==> src/rtl/bl_pwm_pkg.sv <==
// Shared constants and types for the backlight PWM generator.
// Assumes word-aligned byte addresses on a 4-bit register port.
package bl_pwm_pkg;

    localparam int DATA_W = 32;
    localparam int ADDR_W = 4;
    localparam int DIV_W  = 10;
    localparam int PER_W  = 12;
    localparam int HI_W   = PER_W + 1;

    localparam int DIV_LSB    = 16;
    localparam int PER_LSB    = 0;
    localparam int HI_LSB     = 16;
    localparam int RUN_BIT    = 0;
    localparam int DIRECT_BIT = 0;
    localparam int CMT_BIT    = 0;

    localparam logic [ADDR_W-1:0] ADDR_RUN = 4'h0;
    localparam logic [ADDR_W-1:0] ADDR_CFG = 4'h4;
    localparam logic [ADDR_W-1:0] ADDR_TIM = 4'h8;
    localparam logic [ADDR_W-1:0] ADDR_CMT = 4'hC;

    typedef struct packed {
        logic [DIV_W-1:0] div;
        logic [PER_W-1:0] per;
        logic [HI_W-1:0]  high;
    } bl_timing_t;

endpackage

==> src/rtl/bl_pwm_regs.sv <==
// Register file: holds the run, direct and commit bits and the shadow
// timing fields, drives combinational read data, and raises a one-cycle
// arm pulse when the commit bit goes from 0 to 1.
// Assumes a single write strobe sampled on the rising clock edge.
module bl_pwm_regs
    import bl_pwm_pkg::*;
(
    input  logic              clk,
    input  logic              rst_n,
    input  logic              wr_i,
    input  logic [ADDR_W-1:0] addr_i,
    input  logic [DATA_W-1:0] wdata_i,
    output logic [DATA_W-1:0] rdata_o,
    output logic              run_o,
    output logic              direct_o,
    output bl_timing_t        shadow_o,
    output logic              arm_o
);

    logic             run_q;
    logic             direct_q;
    logic             cmt_q;
    logic [DIV_W-1:0] div_q;
    logic [PER_W-1:0] per_q;
    logic [HI_W-1:0]  hi_q;

    // Capture register writes; clear everything on reset.
    always_ff @(posedge clk) begin
        if (!rst_n) begin
            run_q    <= 1'b0;
            direct_q <= 1'b0;
            cmt_q    <= 1'b0;
            div_q    <= '0;
            per_q    <= '0;
            hi_q     <= '0;
        end else if (wr_i) begin
            case (addr_i)
                ADDR_RUN: run_q <= wdata_i[RUN_BIT];
                ADDR_CFG: begin
                    direct_q <= wdata_i[DIRECT_BIT];
                    div_q    <= wdata_i[DIV_LSB +: DIV_W];
                end
                ADDR_TIM: begin
                    per_q <= wdata_i[PER_LSB +: PER_W];
                    hi_q  <= wdata_i[HI_LSB +: HI_W];
                end
                ADDR_CMT: cmt_q <= wdata_i[CMT_BIT];
                default: ;
            endcase
        end
    end

    // Read mux returning the stored (shadow) values.
    always_comb begin
        rdata_o = '0;
        case (addr_i)
            ADDR_RUN: rdata_o[RUN_BIT] = run_q;
            ADDR_CFG: begin
                rdata_o[DIRECT_BIT]         = direct_q;
                rdata_o[DIV_LSB +: DIV_W]   = div_q;
            end
            ADDR_TIM: begin
                rdata_o[PER_LSB +: PER_W]   = per_q;
                rdata_o[HI_LSB +: HI_W]     = hi_q;
            end
            ADDR_CMT: rdata_o[CMT_BIT] = cmt_q;
            default: ;
        endcase
    end

    // Arm only on a 0-to-1 change of the commit bit.
    always_comb begin
        arm_o = wr_i && (addr_i == ADDR_CMT) && wdata_i[CMT_BIT] && !cmt_q;
    end

    assign run_o    = run_q;
    assign direct_o = direct_q;
    assign shadow_o = '{div: div_q, per: per_q, high: hi_q};

    AST_ARM_SETS_BIT: assert property (@(posedge clk) disable iff (!rst_n)
        arm_o |=> cmt_q);

    AST_BIT_HELD_NO_ARM: assert property (@(posedge clk) disable iff (!rst_n)
        cmt_q |-> !arm_o);

endmodule

==> src/rtl/bl_pwm_shadow.sv <==
// Double buffer: moves the shadow timing into the active set. In buffered
// mode an armed transfer waits for a frame boundary; in direct mode the
// active set follows the shadow every cycle.
// Assumes boundary_i is high whenever the counters are stopped.
module bl_pwm_shadow
    import bl_pwm_pkg::*;
(
    input  logic       clk,
    input  logic       rst_n,
    input  bl_timing_t shadow_i,
    input  logic       direct_i,
    input  logic       arm_i,
    input  logic       boundary_i,
    output bl_timing_t active_o
);

    bl_timing_t active_q;
    logic       pending_q;

    // Track an armed transfer and load the active set at the right time.
    always_ff @(posedge clk) begin
        if (!rst_n) begin
            active_q  <= '0;
            pending_q <= 1'b0;
        end else if (direct_i) begin
            active_q  <= shadow_i;
            pending_q <= 1'b0;
        end else if (pending_q && boundary_i) begin
            active_q  <= shadow_i;
            pending_q <= arm_i;
        end else if (arm_i) begin
            pending_q <= 1'b1;
        end
    end

    assign active_o = active_q;

    AST_IDLE_NO_LOAD: assert property (@(posedge clk) disable iff (!rst_n)
        (!direct_i && !pending_q) |=> $stable(active_q));

endmodule

==> src/rtl/bl_pwm_counter.sv <==
// Frame counters: a prescale counter steps a period counter; the output
// is high while the period count is below the high width. Stopping clears
// both counters. Assumes HI_W is one bit wider than PER_W.
module bl_pwm_counter
    import bl_pwm_pkg::*;
(
    input  logic       clk,
    input  logic       rst_n,
    input  logic       run_i,
    input  bl_timing_t active_i,
    output logic       boundary_o,
    output logic       pwm_o
);

    logic [DIV_W-1:0] dcnt_q;
    logic [PER_W-1:0] pcnt_q;
    logic             div_end;
    logic             per_end;

    // End-of-step and end-of-frame detection (>= tolerates direct-mode shrink).
    always_comb begin
        div_end    = (dcnt_q >= active_i.div);
        per_end    = (pcnt_q >= active_i.per);
        boundary_o = !run_i || (div_end && per_end);
    end

    // Prescale and period counting; held at zero while stopped.
    always_ff @(posedge clk) begin
        if (!rst_n || !run_i) begin
            dcnt_q <= '0;
            pcnt_q <= '0;
        end else if (div_end) begin
            dcnt_q <= '0;
            pcnt_q <= per_end ? '0 : pcnt_q + PER_W'(1);
        end else begin
            dcnt_q <= dcnt_q + DIV_W'(1);
        end
    end

    // Output compare against the wider high-width field.
    always_comb begin
        pwm_o = run_i && (HI_W'(pcnt_q) < active_i.high);
    end

    AST_STOP_CLEARS: assert property (@(posedge clk) disable iff (!rst_n)
        !run_i |=> (dcnt_q == '0 && pcnt_q == '0));

    AST_FRESH_HIGH: assert property (@(posedge clk) disable iff (!rst_n)
        ($rose(run_i) && active_i.high != '0) |-> pwm_o);

endmodule

==> src/rtl/backlight_pwm.sv <==
// Top of the backlight PWM generator: register file, double buffer and
// frame counters. Assumes one clock domain and a synchronous active-low reset.
module backlight_pwm
    import bl_pwm_pkg::*;
(
    input  logic              clk,
    input  logic              rst_n,
    input  logic              reg_wr_i,
    input  logic [ADDR_W-1:0] reg_addr_i,
    input  logic [DATA_W-1:0] reg_wdata_i,
    output logic [DATA_W-1:0] reg_rdata_o,
    output logic              pwm_o
);

    logic       run;
    logic       direct;
    logic       arm;
    logic       boundary;
    bl_timing_t shadow;
    bl_timing_t active;

    bl_pwm_regs u_regs (
        .clk      (clk),
        .rst_n    (rst_n),
        .wr_i     (reg_wr_i),
        .addr_i   (reg_addr_i),
        .wdata_i  (reg_wdata_i),
        .rdata_o  (reg_rdata_o),
        .run_o    (run),
        .direct_o (direct),
        .shadow_o (shadow),
        .arm_o    (arm)
    );

    bl_pwm_shadow u_shadow (
        .clk        (clk),
        .rst_n      (rst_n),
        .shadow_i   (shadow),
        .direct_i   (direct),
        .arm_i      (arm),
        .boundary_i (boundary),
        .active_o   (active)
    );

    bl_pwm_counter u_counter (
        .clk        (clk),
        .rst_n      (rst_n),
        .run_i      (run),
        .active_i   (active),
        .boundary_o (boundary),
        .pwm_o      (pwm_o)
    );

    AST_NO_MIDFRAME_LOAD: assert property (@(posedge clk) disable iff (!rst_n)
        (run && !boundary && !direct) |=> $stable(active));

    AST_STOPPED_LOW: assert property (@(posedge clk) disable iff (!rst_n)
        $fell(run) |-> !pwm_o);

endmodule

==> config.mk <==
export PLATFORM = sky130hd
export DESIGN_NAME = backlight_pwm
export DESIGN_NICKNAME = d
export VERILOG_FILES = /design/src/rtl/bl_pwm_pkg.sv /design/src/rtl/bl_pwm_regs.sv /design/src/rtl/bl_pwm_shadow.sv /design/src/rtl/bl_pwm_counter.sv /design/src/rtl/backlight_pwm.sv
export SDC_FILE = /design/constraint.sdc
export NUM_CORES = 1
export LEC_CHECK = 0
export BUFFER_PORTS_ARGS = -buffer_cell sky130_fd_sc_hd__buf_4
export CORE_MARGIN = 5
export CORE_UTILIZATION = 35
export CTS_CLUSTER_SIZE = 28
export DETAILED_ROUTE_END_ITERATION = 10
export HOLD_SLACK_MARGIN = 0.05
export SETUP_SLACK_MARGIN = 0.15
export SLEW_MARGIN = 0
export SYNTH_ARGS = -nofsm -noshare
export SYNTH_HDL_FRONTEND = slang
export SYNTH_SLANG_ARGS = --single-unit
export TNS_END_PERCENT = 100
==> constraint.sdc <==
create_clock -name clk -period 2.79 [get_ports clk]
set_clock_uncertainty 0.05 [all_clocks]
set_input_delay 0.558 -clock clk [delete_from_list [all_inputs] [get_ports clk]]
set_output_delay 0.558 -clock clk [all_outputs]
set_load 0.01 [all_outputs]
### Yosys cells after proc, flatten, opt, wreduce, memory -nomap -nowiden

Cells that the tools add are included.

| storage, ports and cells | value |
|---|---|
| bits in registers | 96 |
| bits in latches | 0 |
| memory bits (writable) | 0 |
| memory bits (read-only) | 0 |
| bits of input ports | 39 |
| output and inout bits | 33 |
| logic and storage cells | 50 |
| memories | 0 |

| operators by class | value |
|---|---|
| $add $sub $neg | 2 |
| $mul | 0 |
| div/mod/pow operators | 0 |
| order comparisons | 3 |
| equal/unequal tests | 3 |
| shift-type cells | 0 |
| multiplexer cells | 9 |
| bitwise gates (word level) | 1 |
| reduce and logical (&&, ||, !) cells | 20 |

Operators with widths:

| cell | count |
|---|---|
| 35-bit 2-to-1 mux | 2 |
| 10-bit case mux with 2 select lines | 1 |
| 12-bit by 13-bit less-than comparator with 1-bit output | 1 |
| 12-bit by 1-bit adder with 12-bit output (second input constant) | 1 |
| 12-bit >= comparator | 1 |
| 12-bit 2-to-1 mux | 1 |
| 11-bit 2-to-1 mux | 1 |
| 10-bit by 1-bit adder with 10-bit output (second input constant) | 1 |
| 10-bit >= comparator | 1 |
| 4-bit equality test (second input constant) | 2 |
| 2-bit AND reduction | 4 |
| 1-bit logical AND | 6 |
| 4-bit by 3-bit equality test with 1-bit output (second input constant) | 1 |
| 4-bit zero test | 1 |
| 1-bit case mux with 4 select lines | 1 |
| 2-bit nonzero test | 2 |
| 2-bit OR reduction | 2 |
| 1-bit zero test | 3 |
| 3-bit 2-to-1 mux | 1 |
| 1-bit logical OR | 2 |
| 1-bit 2-to-1 mux | 2 |
| 1-bit NOT | 1 |

### Depth between registers and ports, before layout

Gate-level depths: netlist of run 1.

| depth | value |
|---|---|
| word-level depth | 6 |
| depth in mapped cells | 11 |

### By module

From an unflattened synthesis of run 1, not the netlist that was laid out.

| unflattened totals | value |
|---|---|
| cells, all modules | 584 |
| area, all modules | 5127.4 um^2 |

Modules (own cells, without submodules):

| module | instances | cells each | area each (um^2) |
|---|---|---|---|
| bl_pwm_counter | 1 | 227 | 1836.8 |
| bl_pwm_regs | 1 | 200 | 1814.2 |
| bl_pwm_shadow | 1 | 157 | 1476.4 |

### Least setup slack after synthesis of run 1

Ideal clock, no wire load.

| path | value |
|---|---|
| path kind | register to output |
| from | reg u_shadow.active_q, in the netlist u_shadow.active_o[6] |
| to | out pwm_o |
| arrival | 1793 ps |
| data required time | 2182 ps |
| path slack | 389 ps |
| stages on the path, launching flop included | 9 |
| cells stage by stage | dfxtp_1 -> inv_1 -> ha_1 -> a21o_1 -> a21o_1 -> a21oi_1 -> o21ai_0 -> or3_1 -> o31ai_1 |

| on the way | value |
|---|---|
| cells in the longest elaborated chain, start to end | 2 |

Ends and longest elaborated chain:

| item | RTL line | text |
|---|---|---|
| start: declaration | bl_pwm_shadow.sv:17 | `bl_timing_t active_q;` |
| start signal: assignment | bl_pwm_shadow.sv:26 | `active_q <= shadow_i;` |
| start signal: assignment | bl_pwm_shadow.sv:29 | `active_q <= shadow_i;` |
| 12-bit by 13-bit less-than comparator with 1-bit output | bl_pwm_counter.sv:42 | `pwm_o = run_i && (HI_W'(pcnt_q) < active_i.high);` |
| 1-bit logical AND | bl_pwm_counter.sv:42 |  |
| end: declaration | backlight_pwm.sv:12 | `output logic pwm_o` |

Every way passes these cells.

### Final worst setup path of run 1

Ends and elaborated chain as after synthesis.

==> metrics.md, run 1 <==
| Metric | Value |
|---|---|
| Place WS | `-0.0384 ns` |
| Required time of the critical path | `2.18 ns` |
| Violated checks | `negative setup slack` |
| Clk pwr share | `0.446` |
| Final Hold Vio Count | `0` |
| Clock buffer depth | `2` |
| Layout area overhead | `21.5%` |
| Static Leak | `2.46 nW` |
| CTS tree | `done` |
| Worst slew pin tran | `a little over 0.9 ns` |
| R2R cell count | `9` |
| Asr flop ratio synth | `0` |
| Synth top area cells | `dfxtp_1 (39%), nand2_1 (12%), ha_1 (8.9%)` |
| Mapped Avg Cell Area | `about 8.4 um2` |
| Internal | `approximately 2.1 mW` |
| Critical path, cell by cell | `inv_2 > ha_4 > a21o_1 > a21o_1 > a21oi_2 > o21ai_1 > or3_4 > o31ai_4 > buf_4 > buf_6` |
| Area leader, netlist | `dfxtp_1` |
| Most frequent cells in the layout | `nand2_1 (156), dfxtp_1 (91), buf_4 (69)` |
| DIE HEIGHT | `129 um` |
| Number of synthesized flops with an enable pin | `0` |
| Vias in the first global route | `4015` |
| Net Sw Power | `0.592 mW` |
| Register area share after synthesis | `0.389` |
| Post-layout instance area | `0.00601 mm2` |
| Synth Register Bits | `96` |
| Reg power frac | `0.508` |
| Drt initial violations | `132` |
| Initial antenna violation count | `0` |
| Remaining DRCs | `0` |
| Top_reg_cell synth | `dfxtp_1` |
| Layout cell share with drive strength beyond 1 | `0.171` |
| Total track usage | `0.142` |
| Class of the most critical setup path | `flip-flop to output port` |
| Nature of the critical path endpoint | `output port` |
| DR vias/cell | `4.82` |
| Count of cell types in the netlist | `40` |
| RSZ-0062 raised after global routing | `true` |
| Highest clock rate | `approximately 340 MHz` |
| Clock transition at path regs | `0.06 ns` |
| Hold_buf cts | `0` |
| CP arrival | `2.31 ns` |
| Reg-to-reg endpoint | `u_shadow.active_o[33]` |
| Final Setup Violations | `1` |
| HPWL Detailed | `8.52 mm` |
| Syn Std Cell Area | `about 0.0049 mm2` |
| First drt pass iteration count | `4` |
| Worst Hold Class | `flip-flop to flip-flop` |
| Combinational Power Share | `0.046` |
| Reg2Reg Setup Slack | `roughly 0.31 ns` |
| Clock buffer count from CTS | `9` |
| Root buffer cell | `clkbuf_16` |
| Hold Path Stages | `2` |
| Nets | `718` |
| Cell repeated most along the worst path | `a21o_1` |
| Full die area | `0.0166 mm2` |
| Pwr Total | `between 2 and 3 mW` |
| Die X | `129 um` |
| Slowest Stage Delay on Critical Path | `0.35 ns` |
| Max-cap violations | `0` |
| Hold_sp | `u_shadow.active_o[12]` |
| Pwr/cell area | `454 mW/mm2` |
| Worst-Skew Late Latency | `around 0.34 ns` |
| Routed WL | `11.6 mm` |
| Worst Hold Endpoint | `u_shadow.active_o[12]` |
| CORE AREA | `0.0139 mm2` |
| I/O pin count | `72` |
| Setup slack after layout | `-0.126 ns` |
| Max VDD drop | `323 uV` |
| Warnings from Yosys | `0` |
| Critical Path Slowest Stage Cell | `dfxtp_2` |
| Post-route ant nets | `0` |
| Initial Utilization | `0.356` |
| GR Overflow Total | `0` |
| Worst rel slew slack | `0.394` |
| Fin Hold WS | `slightly above 0.4 ns` |
| Share of the synthesized area in the top cell type | `0.389` |
| Sw Ratio | `0.217` |
| Peak fanout along the critical path | `2` |
| Status | `finished with violations` |
| Tmin final | `2.92 ns` |
| Nature of the critical path startpoint | `flip-flop` |
| Mapped Cells | `589` |
| Most common cell after layout, fill and taps aside | `nand2_1` |
| CTS sink count | `96` |
| Largest net degree at the start of global routing | `62` |
| # rows | `between 40 and 50` |
| Fin crit share | `1.05` |
| Routed via count | `3996` |
| First-pass GRT wire length | `19.3 mm` |
| Placed cell area | `approximately 0.0056 mm2` |
| Final GP Congestion | `0.915` |
| # diodes | `0` |
| Slew Limit Fails | `0` |
| Start of the worst register-to-register path | `u_counter.pcnt_q[0]` |
| # port buffers | `57` |
| DR WL/cell | `14.0 um` |
| CTS H-tree depth | `3` |
[power by group through the flow]
| stage | combinational (mW) | sequential, mW | clock (mW) |
|---|---|---|---|
| global placement | 0.121 | 1.41 | 0 |
| global route | 0.137 | 1.38 | 1.31 |
| CTS | 0.123 | 1.38 | 1.24 |
| detailed placement | 0.122 | 1.41 | 0 |
| floorplan | 0.0712 | 1.41 | 0 |
| finish | 0.126 | 1.38 | 1.22 |
[area by class of cell]
| type | instances | area, um2 |
|---|---|---|
| Timing Repair Buffer | 74 | 614 |
| Tap cell | 180 | 225 |
| Fill cell | 1403 | 7880 |
| Clock inverter | 5 | 56.3 |
| Clock buffer | 11 | 233 |
| Inverter | 39 | 146 |
| Sequential cell | 96 | 1930 |
| Multi-Input combinational cell | 424 | 2800 |
[kinds of logic (layout without fill, tap and decap cells)]
| kind of cell | count (synthesis) | count (layout) | share of synthesized area |
|---|---|---|---|
| and+or+nand+nor | 237 | 237 | 0.207 |
| DFF | 96 | 96 | 0.389 |
| AOI/OAI and AO/OA | 89 | 89 | 0.133 |
| buffers and inverters | 75 | 129 | 0.0704 |
| muxes | 38 | 38 | 0.0795 |
| adders and majority gates | 35 | 35 | 0.0886 |
| xor gates and xnor gates | 18 | 18 | 0.0319 |
| other | 1 | 7 | 0.000759 |
[worst max-delay path by stage]
stage                    startpoint     to  slack (ns)  cells past startpoint
6_report       u_shadow.active_o[6]  pwm_o       -0.13                     10
4_1_cts        u_shadow.active_o[6]  pwm_o       -0.16                     10
5_1_grt        u_shadow.active_o[6]  pwm_o       -0.19                     10
2_1_floorplan  u_shadow.active_o[6]  pwm_o        0.39                      8
3_3_place_gp   u_shadow.active_o[6]  pwm_o       -0.04                     10
3_5_place_dp   u_shadow.active_o[6]  pwm_o       -0.04                     10
[state kept, by name, indices dropped and copies added, names as in the netlist]
name and count:
u_counter.dcnt_q 10, u_counter.pcnt_q 12, u_regs.cmt_q 1, u_regs.direct_o 1, u_regs.div_q 10, u_regs.hi_q 13, u_regs.per_q 12, u_regs.run_o 1
u_shadow.active_o 35, u_shadow.pending_q 1
[critical path: cells and delay by family, from the launching register on]
kind / cells / cell delay, ns
compound gates: 5 / 0.80
flops: 1 / 0.35
simple gates: 1 / 0.33
buf+inv: 3 / 0.29
fa+ha+maj: 1 / 0.20
[timing repair]
action / in CTS / in global routing
gates cloned: 0 / 1
setup buffers: 1 / 0
gates resized for setup: 14 / 8
pin swaps: 7 / 6
endpoints found under the setup margin: 1 / 50
[synthesized netlist by cell type, types with 2 or more instances]
cell type  instances
buf_6              5
dfxtp_1           96
a2111oi_2          2
or3_1              2
a211oi_1           9
nand2_1          156
and2_1            17
buf_4              7
inv_1             39
a21boi_0          38
o21ai_0            4
nand2b_1           3
clkbuf_1          22
xnor2_1           12
a21oi_1           12
xor2_1             6
a22o_1            10
a21o_1             5
mux2i_1           37
buf_2              2
ha_1              35
nor2b_1            3
and3_1             5
o211ai_1           2
nand4_1            4
nor2_1            27
nand3_1           16
[layer usage]
metal	track usage	share of wire	vias up
li1	-	-	2051
met1	0.190	0.49	1847
met2	0.231	0.45	84
met3	0.0361	0.044	14
met4	0.0364	0.014	0
met5	0	0	-
[through the flow]
step	std cells	TNS, ns	util
global placement	811	-0.0374	0.402
floorplan	595	0	-
global route	829	-0.187	0.433
finish	829	-0.126	0.433
detailed placement	811	-0.0384	0.402
CTS	828	-0.155	0.427
(Power assumes the default switching activity.)
==> run 2: changes to the inputs <==
--- a/config.mk
+++ b/config.mk
@@ -5,6 +5,7 @@
 export SDC_FILE = /design/constraint.sdc
 export NUM_CORES = 1
 export LEC_CHECK = 0
+export ABC_AREA = 1
 export BUFFER_PORTS_ARGS = -buffer_cell sky130_fd_sc_hd__buf_4
 export CORE_MARGIN = 5
 export CORE_UTILIZATION = 35
==> run 2 against run 1 <==
The run now ends clean; combinational power grew 120%; sequential power barely moved; global-route usage shrank 0.78 points; critical path type unchanged; critical endpoint unchanged.
==> metrics.md, run 2 <==
| Metric | Value |
|---|---|
| Synth Register Bits | `96` |
| CTS sink count | `96` |
| RSZ-0062 raised after global routing | `false` |
| Slew Limit Fails | `0` |
| Commonest cells in the netlist | `nand2_1 (102), inv_1 (100), dfxtp_1 (96)` |
| CTS H-tree depth | `3` |
| Hold Path Stages | `1` |
| Full die area | `0.0177 mm2` |
| Clock buffer depth | `2` |
| Nature of the critical path startpoint | `flip-flop` |
| Initial antenna violation count | `0` |
| First-pass GRT wire length | `19.6 mm` |
| Start of the worst register-to-register path | `u_counter.pcnt_q[7]` |
| Pwr/cell area | `493 mW/mm2` |
| Static Leak | `between 2 and 3 nW` |
| CP bufs+invs | `3` |
| Setup repair bufs after CTS | `0` |
| Top_reg_cell synth | `dfxtp_1` |
| Multi-input logic area | `approximately 0.0027 mm2` |
| Warnings from Yosys | `0` |
| Required time of the critical path | `2.18 ns` |
| Worst-Skew Late Latency | `~0.35 ns` |
| # diodes | `0` |
| DR vias/cell | `about 4.6` |
| Routed via count | `4341` |
| CORE AREA | `roughly 0.015 mm2` |
| Nature of the critical path endpoint | `output port` |
| Critical path, cell by cell | `ha_1 > inv_1 > nor3_1 > a21oi_2 > nor2_1 > nor3_2 > buf_4 > buf_6` |
| Share of the synthesized area in the top cell type | `0.363` |
| Class of the most critical setup path | `flip-flop to output port` |
| I/O pin count | `72` |
| Fillers | `1511` |
| Syn Std Cell Area | `about 0.0053 mm2` |
| Max reg flops | `35` |
| Slowest Stage Delay on Critical Path | `0.41 ns` |
| Worst rel slew slack | `0.501` |
| HPWL Detailed | `8.51 mm` |
| Post-route ant nets | `0` |
| Layout cell share with drive strength beyond 1 | `0.223` |
| Total track usage | `0.135` |
| Top-count cell post-synth | `nand2_1` |
| Area leader, netlist | `dfxtp_1` |
| Final GP Congestion | `0.812` |
| DIE HEIGHT | `roughly 130 um` |
| Inst Count DP | `927` |
| Layout Cells excl Fill | `943` |
| R2R cell count | `14` |
| Register area share after synthesis | `0.363` |
| Placed cell area | `0.00586 mm2` |
| Routed WL | `11.6 mm` |
| Clock buffer count from CTS | `9` |
| Worst Hold Class | `flip-flop to flip-flop` |
| Vias in the first global route | `around 4000` |
| First drt pass iteration count | `4` |
| Tmin final | `2.51 ns` |
| Mapped Cells | `696` |
| Hold_buf cts | `0` |
| Crit path max-delay family | `simple AND/OR/NAND/NOR gates` |
| Critical Path Slowest Stage Cell | `dfxtp_1` |
| Initial Utilization | `0.352` |
| Most common cell after layout, fill and taps aside | `nand2_1` |
| Drt initial violations | `171` |
| Die X | `133 um` |
| Final Hold Vio Count | `0` |
| Final Setup Violations | `0` |
| Reg-to-reg endpoint | `u_shadow.active_o[21]` |
| Post-layout instance area | `0.00625 mm2` |
| CP arrival | `1.91 ns` |
| Max-cap violations | `0` |
| CTS tree | `done` |
| Nets | `824` |
| Hold_sp | `u_counter.dcnt_q[0]` |
| # rows | `45` |
| Root buffer cell | `clkbuf_16` |
| Asr flop ratio synth | `0` |
| Reg2Reg Setup Slack | `between 0.5 and 0.6 ns` |
| Place WS | `0.331 ns` |
| Largest net degree at the start of global routing | `46` |
| Peak fanout along the critical path | `5` |
| Fin crit share | `0.901` |
| TNS Setup | `0 ns` |
| Highest clock rate | `398 MHz` |
| Worst slew pin tran | `0.747 ns` |
| Most frequent cells in the layout | `nand2_1 (102), inv_1 (98), dfxtp_1 (90)` |
| Layout area overhead | `18.0%` |
| Fin Hold WS | `0.400 ns` |
| Status | `completed` |
| Mapped Avg Cell Area | `between 7 and 8 um2` |
| # port buffers | `57` |
| Number of synthesized flops with an enable pin | `0` |
| Remaining DRCs | `0` |
| Setup slack after layout | `0.276 ns` |
| Count of cell types in the netlist | `38` |
| Clock transition at path regs | `0.07 ns` |
| Worst Hold Endpoint | `u_counter.dcnt_q[0]` |
| Max VDD drop | `about 240 uV` |
| GR Overflow Total | `0` |
| Reg area | `0.00193 mm2` |
| Synth top area cells | `dfxtp_1 (36%), ha_1 (8.3%), nand2_1 (7.2%)` |
| DR WL/cell | `approximately 12 um` |
-- run 2: cell count changes after synthesis, sizes merged, moves of 10 or more --
cell	previous run	this run
a21oi	12	88
inv	39	102
nand3	16	47
mux2i	37	0
o22ai	0	10
nor2	27	87
buf	14	27
clkbuf	22	12
a22o	10	0
a21boi	38	1
and2	18	0
nand2	156	108
o21ai	4	43
-- run 2: cell families after synthesis --
| logic type | count (synthesis) | share of synthesized area |
|---|---|---|
| AND/OR/NAND/NOR | 260 | 0.245 |
| AO/OA/AOI/OAI | 151 | 0.160 |
| buffers and inverters | 143 | 0.131 |
| flip-flops | 96 | 0.363 |
| adder cells (fa/ha/maj) | 35 | 0.0827 |
| XOR/XNOR | 10 | 0.0165 |
| other | 1 | 0.000708 |
-- run 2: power by group --
| part | switching (mW) | internal, mW | leakage, nW |
|---|---|---|---|
| clock | 0.565 | 0.825 | 0.166 |
| sequential | 0.0131 | 1.40 | 0.779 |
| combinational | 0.169 | 0.113 | 2.01 |
-- run 2: area by class of cell --
type	count	area share
clock inverter	6	0.0156
timing repair buffer	76	0.0979
clock buffer	10	0.0382
sequential	96	0.309
multi-input combinational	463	0.439
inverter	104	0.0629
tap	188	0.0376
-- run 2: worst register-to-register path, delay by kind of cell, from the launching register on --
family,cells,cell delay [ns]
and+or+nand+nor,12,1.08
DFF,1,0.50
adders and majority gates,1,0.31
buffers and inverters,1,0.23
-- run 2: worst max path at each step --
stage | startpoint | to | slack [ns] | cells after the start
3_3_place_gp | reg_addr_i[1] | reg_rdata_o[24] | 0.36 | 8
6_report | u_counter.pcnt_q[7] | pwm_o | 0.28 | 8
3_5_place_dp | reg_addr_i[1] | reg_rdata_o[19] | 0.33 | 8
5_1_grt | u_counter.pcnt_q[7] | pwm_o | 0.15 | 8
2_1_floorplan | reg_addr_i[1] | reg_rdata_o[19] | 0.57 | 6
4_1_cts | u_counter.pcnt_q[2] | pwm_o | 0.17 | 10
-- run 2: repair_timing --
item                       in CTS  in global routing
resized for setup              14                  3
pin swaps                       6                  2
setup endpoints to repair       1                  1
-- run 2: stage by stage --
| stage | utilization | power [mW] |
|---|---|---|
| after floorplan | - | 1.65 |
| after global placement | 0.390 | 1.72 |
| after detailed placement | 0.390 | 1.72 |
| after CTS | 0.415 | 3.11 |
| after global routing | 0.416 | 3.20 |
| final | 0.416 | 3.08 |
-- run 2: metal layers --
metal,global-route usage,share of wire,routed length [um],vias to the layer above
met1,0.191,0.51,5970,1915
met3,0.0213,0.037,426,13
met5,0,0,0,-
li1,-,-,-,2347
met4,0.0485,0.017,195,0
met2,0.207,0.43,5030,66
==> run 3: changes to the inputs <==
==> constraint.sdc (replaced) <==
create_clock -name clk -period 3 [get_ports clk]
set_clock_uncertainty 0.05 [all_clocks]
set_input_delay 0.6 -clock clk [delete_from_list [all_inputs] [get_ports clk]]
set_output_delay 0.6 -clock clk [all_outputs]
set_load 0.01 [all_outputs]
==> run 3 against run 2 <==
Clock-buffer cell count unchanged; cell count decreased by 0.21%; sequential power decreased by 7%; sequential cell count unchanged; core utilization decreased by 0.80 points; clock power decreased by 15%; first-iteration DRC count decreased by 13%; register-to-register slack improved by 0.17 ns; sequential share of layout area increased by 0.46 points; setup slack improved by 0.022 ns; critical path type unchanged.
==> metrics.md, run 3 (same netlist as run 2, synthesis figures left out) <==
| Metric | Value |
|---|---|
| Clock transition at path regs | `~0.070 ns` |
| Hold Path Stages | `1` |
| CTS tree | `done` |
| Required time of the critical path | `~2.4 ns` |
| Total track usage | `0.137` |
| Fillers | `1553` |
| Most frequent cells in the layout | `nand2_1 (102), inv_1 (100), dfxtp_1 (95)` |
| Initial Utilization | `0.352` |
| Final Hold Vio Count | `0` |
| Worst-Skew Late Latency | `0.35 ns` |
| # port buffers | `57` |
| CP arrival | `2.05 ns` |
| Layout cell share with drive strength beyond 1 | `0.208` |
| Reg-to-reg endpoint | `u_shadow.active_o[6]` |
| Worst Hold Endpoint | `u_counter.dcnt_q[0]` |
| Max reg flops | `35` |
| # diodes | `0` |
| Final Setup Violations | `0` |
| Critical Path Slowest Stage Cell | `dfxtp_1` |
| Routed WL | `11.7 mm` |
| Peak fanout along the critical path | `2` |
| CORE AREA | `0.0150 mm2` |
| Status | `completed` |
| Full die area | `0.0177 mm2` |
| Clock buffer depth | `2` |
| Layout Cells excl Fill | `941` |
| Die X | `133 um` |
| Start of the worst register-to-register path | `u_counter.pcnt_q[7]` |
| Cell repeated most along the worst path | `nor2_1` |
| R2R cell count | `14` |
| HPWL Detailed | `approximately 8.7 mm` |
| Crit path max-delay family | `simple AND/OR/NAND/NOR gates` |
| Inst Count DP | `925` |
| Routed via count | `4298` |
| Post-route ant nets | `0` |
| Tmin final | `2.70 ns` |
| Largest net degree at the start of global routing | `49` |
| I/O pin count | `72` |
| DR WL/cell | `12.4 um` |
| Reg2Reg Setup Slack | `0.70 ns` |
| DIE HEIGHT | `133 um` |
| Drt initial violations | `149` |
| TNS Setup | `0 ns` |
| # rows | `45` |
| Clock buffer count from CTS | `9` |
| Max VDD drop | `between 200 and 250 uV` |
| Final GP Congestion | `0.805` |
| Nets | `822` |
| Hold_buf cts | `0` |
| Nature of the critical path endpoint | `output port` |
| Initial antenna violation count | `0` |
| Layout area overhead | `15.7%` |
| DR vias/cell | `4.57` |
| Pwr/cell area | `between 400 and 500 mW/mm2` |
| Worst slew pin tran | `0.651 ns` |
| Critical path, cell by cell | `inv_1 > ha_4 > nand2_1 > nor2_1 > o21ai_0 > o211ai_1 > a21oi_2 > nor2_1 > nor3_2 > buf_4` |
| Hold_sp | `u_counter.dcnt_q[0]` |
| Nature of the critical path startpoint | `flip-flop` |
| Worst rel slew slack | `0.565` |
| Remaining DRCs | `0` |
| Setup repair bufs after CTS | `0` |
| GR Overflow Total | `0` |
| Class of the most critical setup path | `flip-flop to output port` |
| Static Leak | `2.90 nW` |
| Slowest Stage Delay on Critical Path | `approximately 0.30 ns` |
| RSZ-0062 raised after global routing | `true` |
| CP bufs+invs | `2` |
| Max-cap violations | `0` |
| First drt pass iteration count | `4` |
| Most common cell after layout, fill and taps aside | `nand2_1` |
| CTS sink count | `96` |
| CTS H-tree depth | `3` |
| Highest clock rate | `370 MHz` |
| Vias in the first global route | `slightly above 4000` |
| Worst Hold Class | `flip-flop to flip-flop` |
| Root buffer cell | `clkbuf_16` |
| Slew Limit Fails | `0` |
| First-pass GRT wire length | `a little under 20 mm` |
| Fin crit share | `0.900` |
==> run 3: cell types whose count changed in the layout (fill, tap and decap cells not counted), moves of 2 or more <==
cell / previous run / this run
dfxtp_1: 90 / 95
dfxtp_2: 5 / 1
buf_12: 3 / 0
buf_4: 72 / 74
inv_1: 98 / 100
==> run 3: where the power goes <==
| group | internal (mW) | switching, mW | leakage [nW] |
|---|---|---|---|
| clock network | 0.661 | 0.520 | 0.150 |
| logic | 0.102 | 0.155 | 1.97 |
| registers | 1.30 | 0.0119 | 0.777 |
| total | 2.06 | 0.687 | 2.90 |
==> run 3: worst max path at each step <==
stage	from	end	slack, ns	depth (start not counted)
after floorplan	reg_addr_i[1]	reg_rdata_o[19]	0.70	6
after global placement	reg_addr_i[1]	reg_rdata_o[0]	0.35	8
after detailed placement	reg_addr_i[1]	reg_rdata_o[0]	0.27	8
after CTS	reg_addr_i[1]	reg_rdata_o[0]	0.26	8
after global routing	u_shadow.active_o[4]	pwm_o	0.07	10
final	u_shadow.active_o[4]	pwm_o	0.30	10
==> run 3: cell type report <==
cell class / count / area (um2) / share of cell area
repair buffers: 74 / 556 / 0.0906
multi-input cells: 463 / 2720 / 0.444
inverters: 104 / 390 / 0.0637
well taps: 188 / 235 / 0.0384
clock buffers: 10 / 229 / 0.0374
clock inverters: 6 / 72.6 / 0.0118
flip-flops and latches: 96 / 1920 / 0.314
==> run 3: what timing repair did <==
item / 4_1_cts / 5_1_grt
gates resized for setup: 1 / 4
setup endpoints to repair: 1 / 2
pin swaps: 0 / 3
hold endpoints to repair: 0 / 0
==> run 3: metal layers <==
metal  up-vias  part of all wire  GRT usage
met5         -                 0          0
met4         0             0.014     0.0445
met3        10             0.039     0.0274
met2        73              0.44      0.212
met1      1874              0.51      0.190
li1       2341                 -          -
==> run 3: metrics by stage <==
step	power [mW]	setup slack [ns]	hold slack, ns	instance area [um2]	util
floorplan	1.53	0.700	0.367	5320	-
global placement	1.60	0.348	0.381	5800	0.386
global route	2.87	0.0717	0.432	6130	0.408
detailed placement	1.60	0.272	0.390	5800	0.386
finish	2.75	0.299	0.398	6130	0.408
CTS	2.78	0.261	0.405	6110	0.406
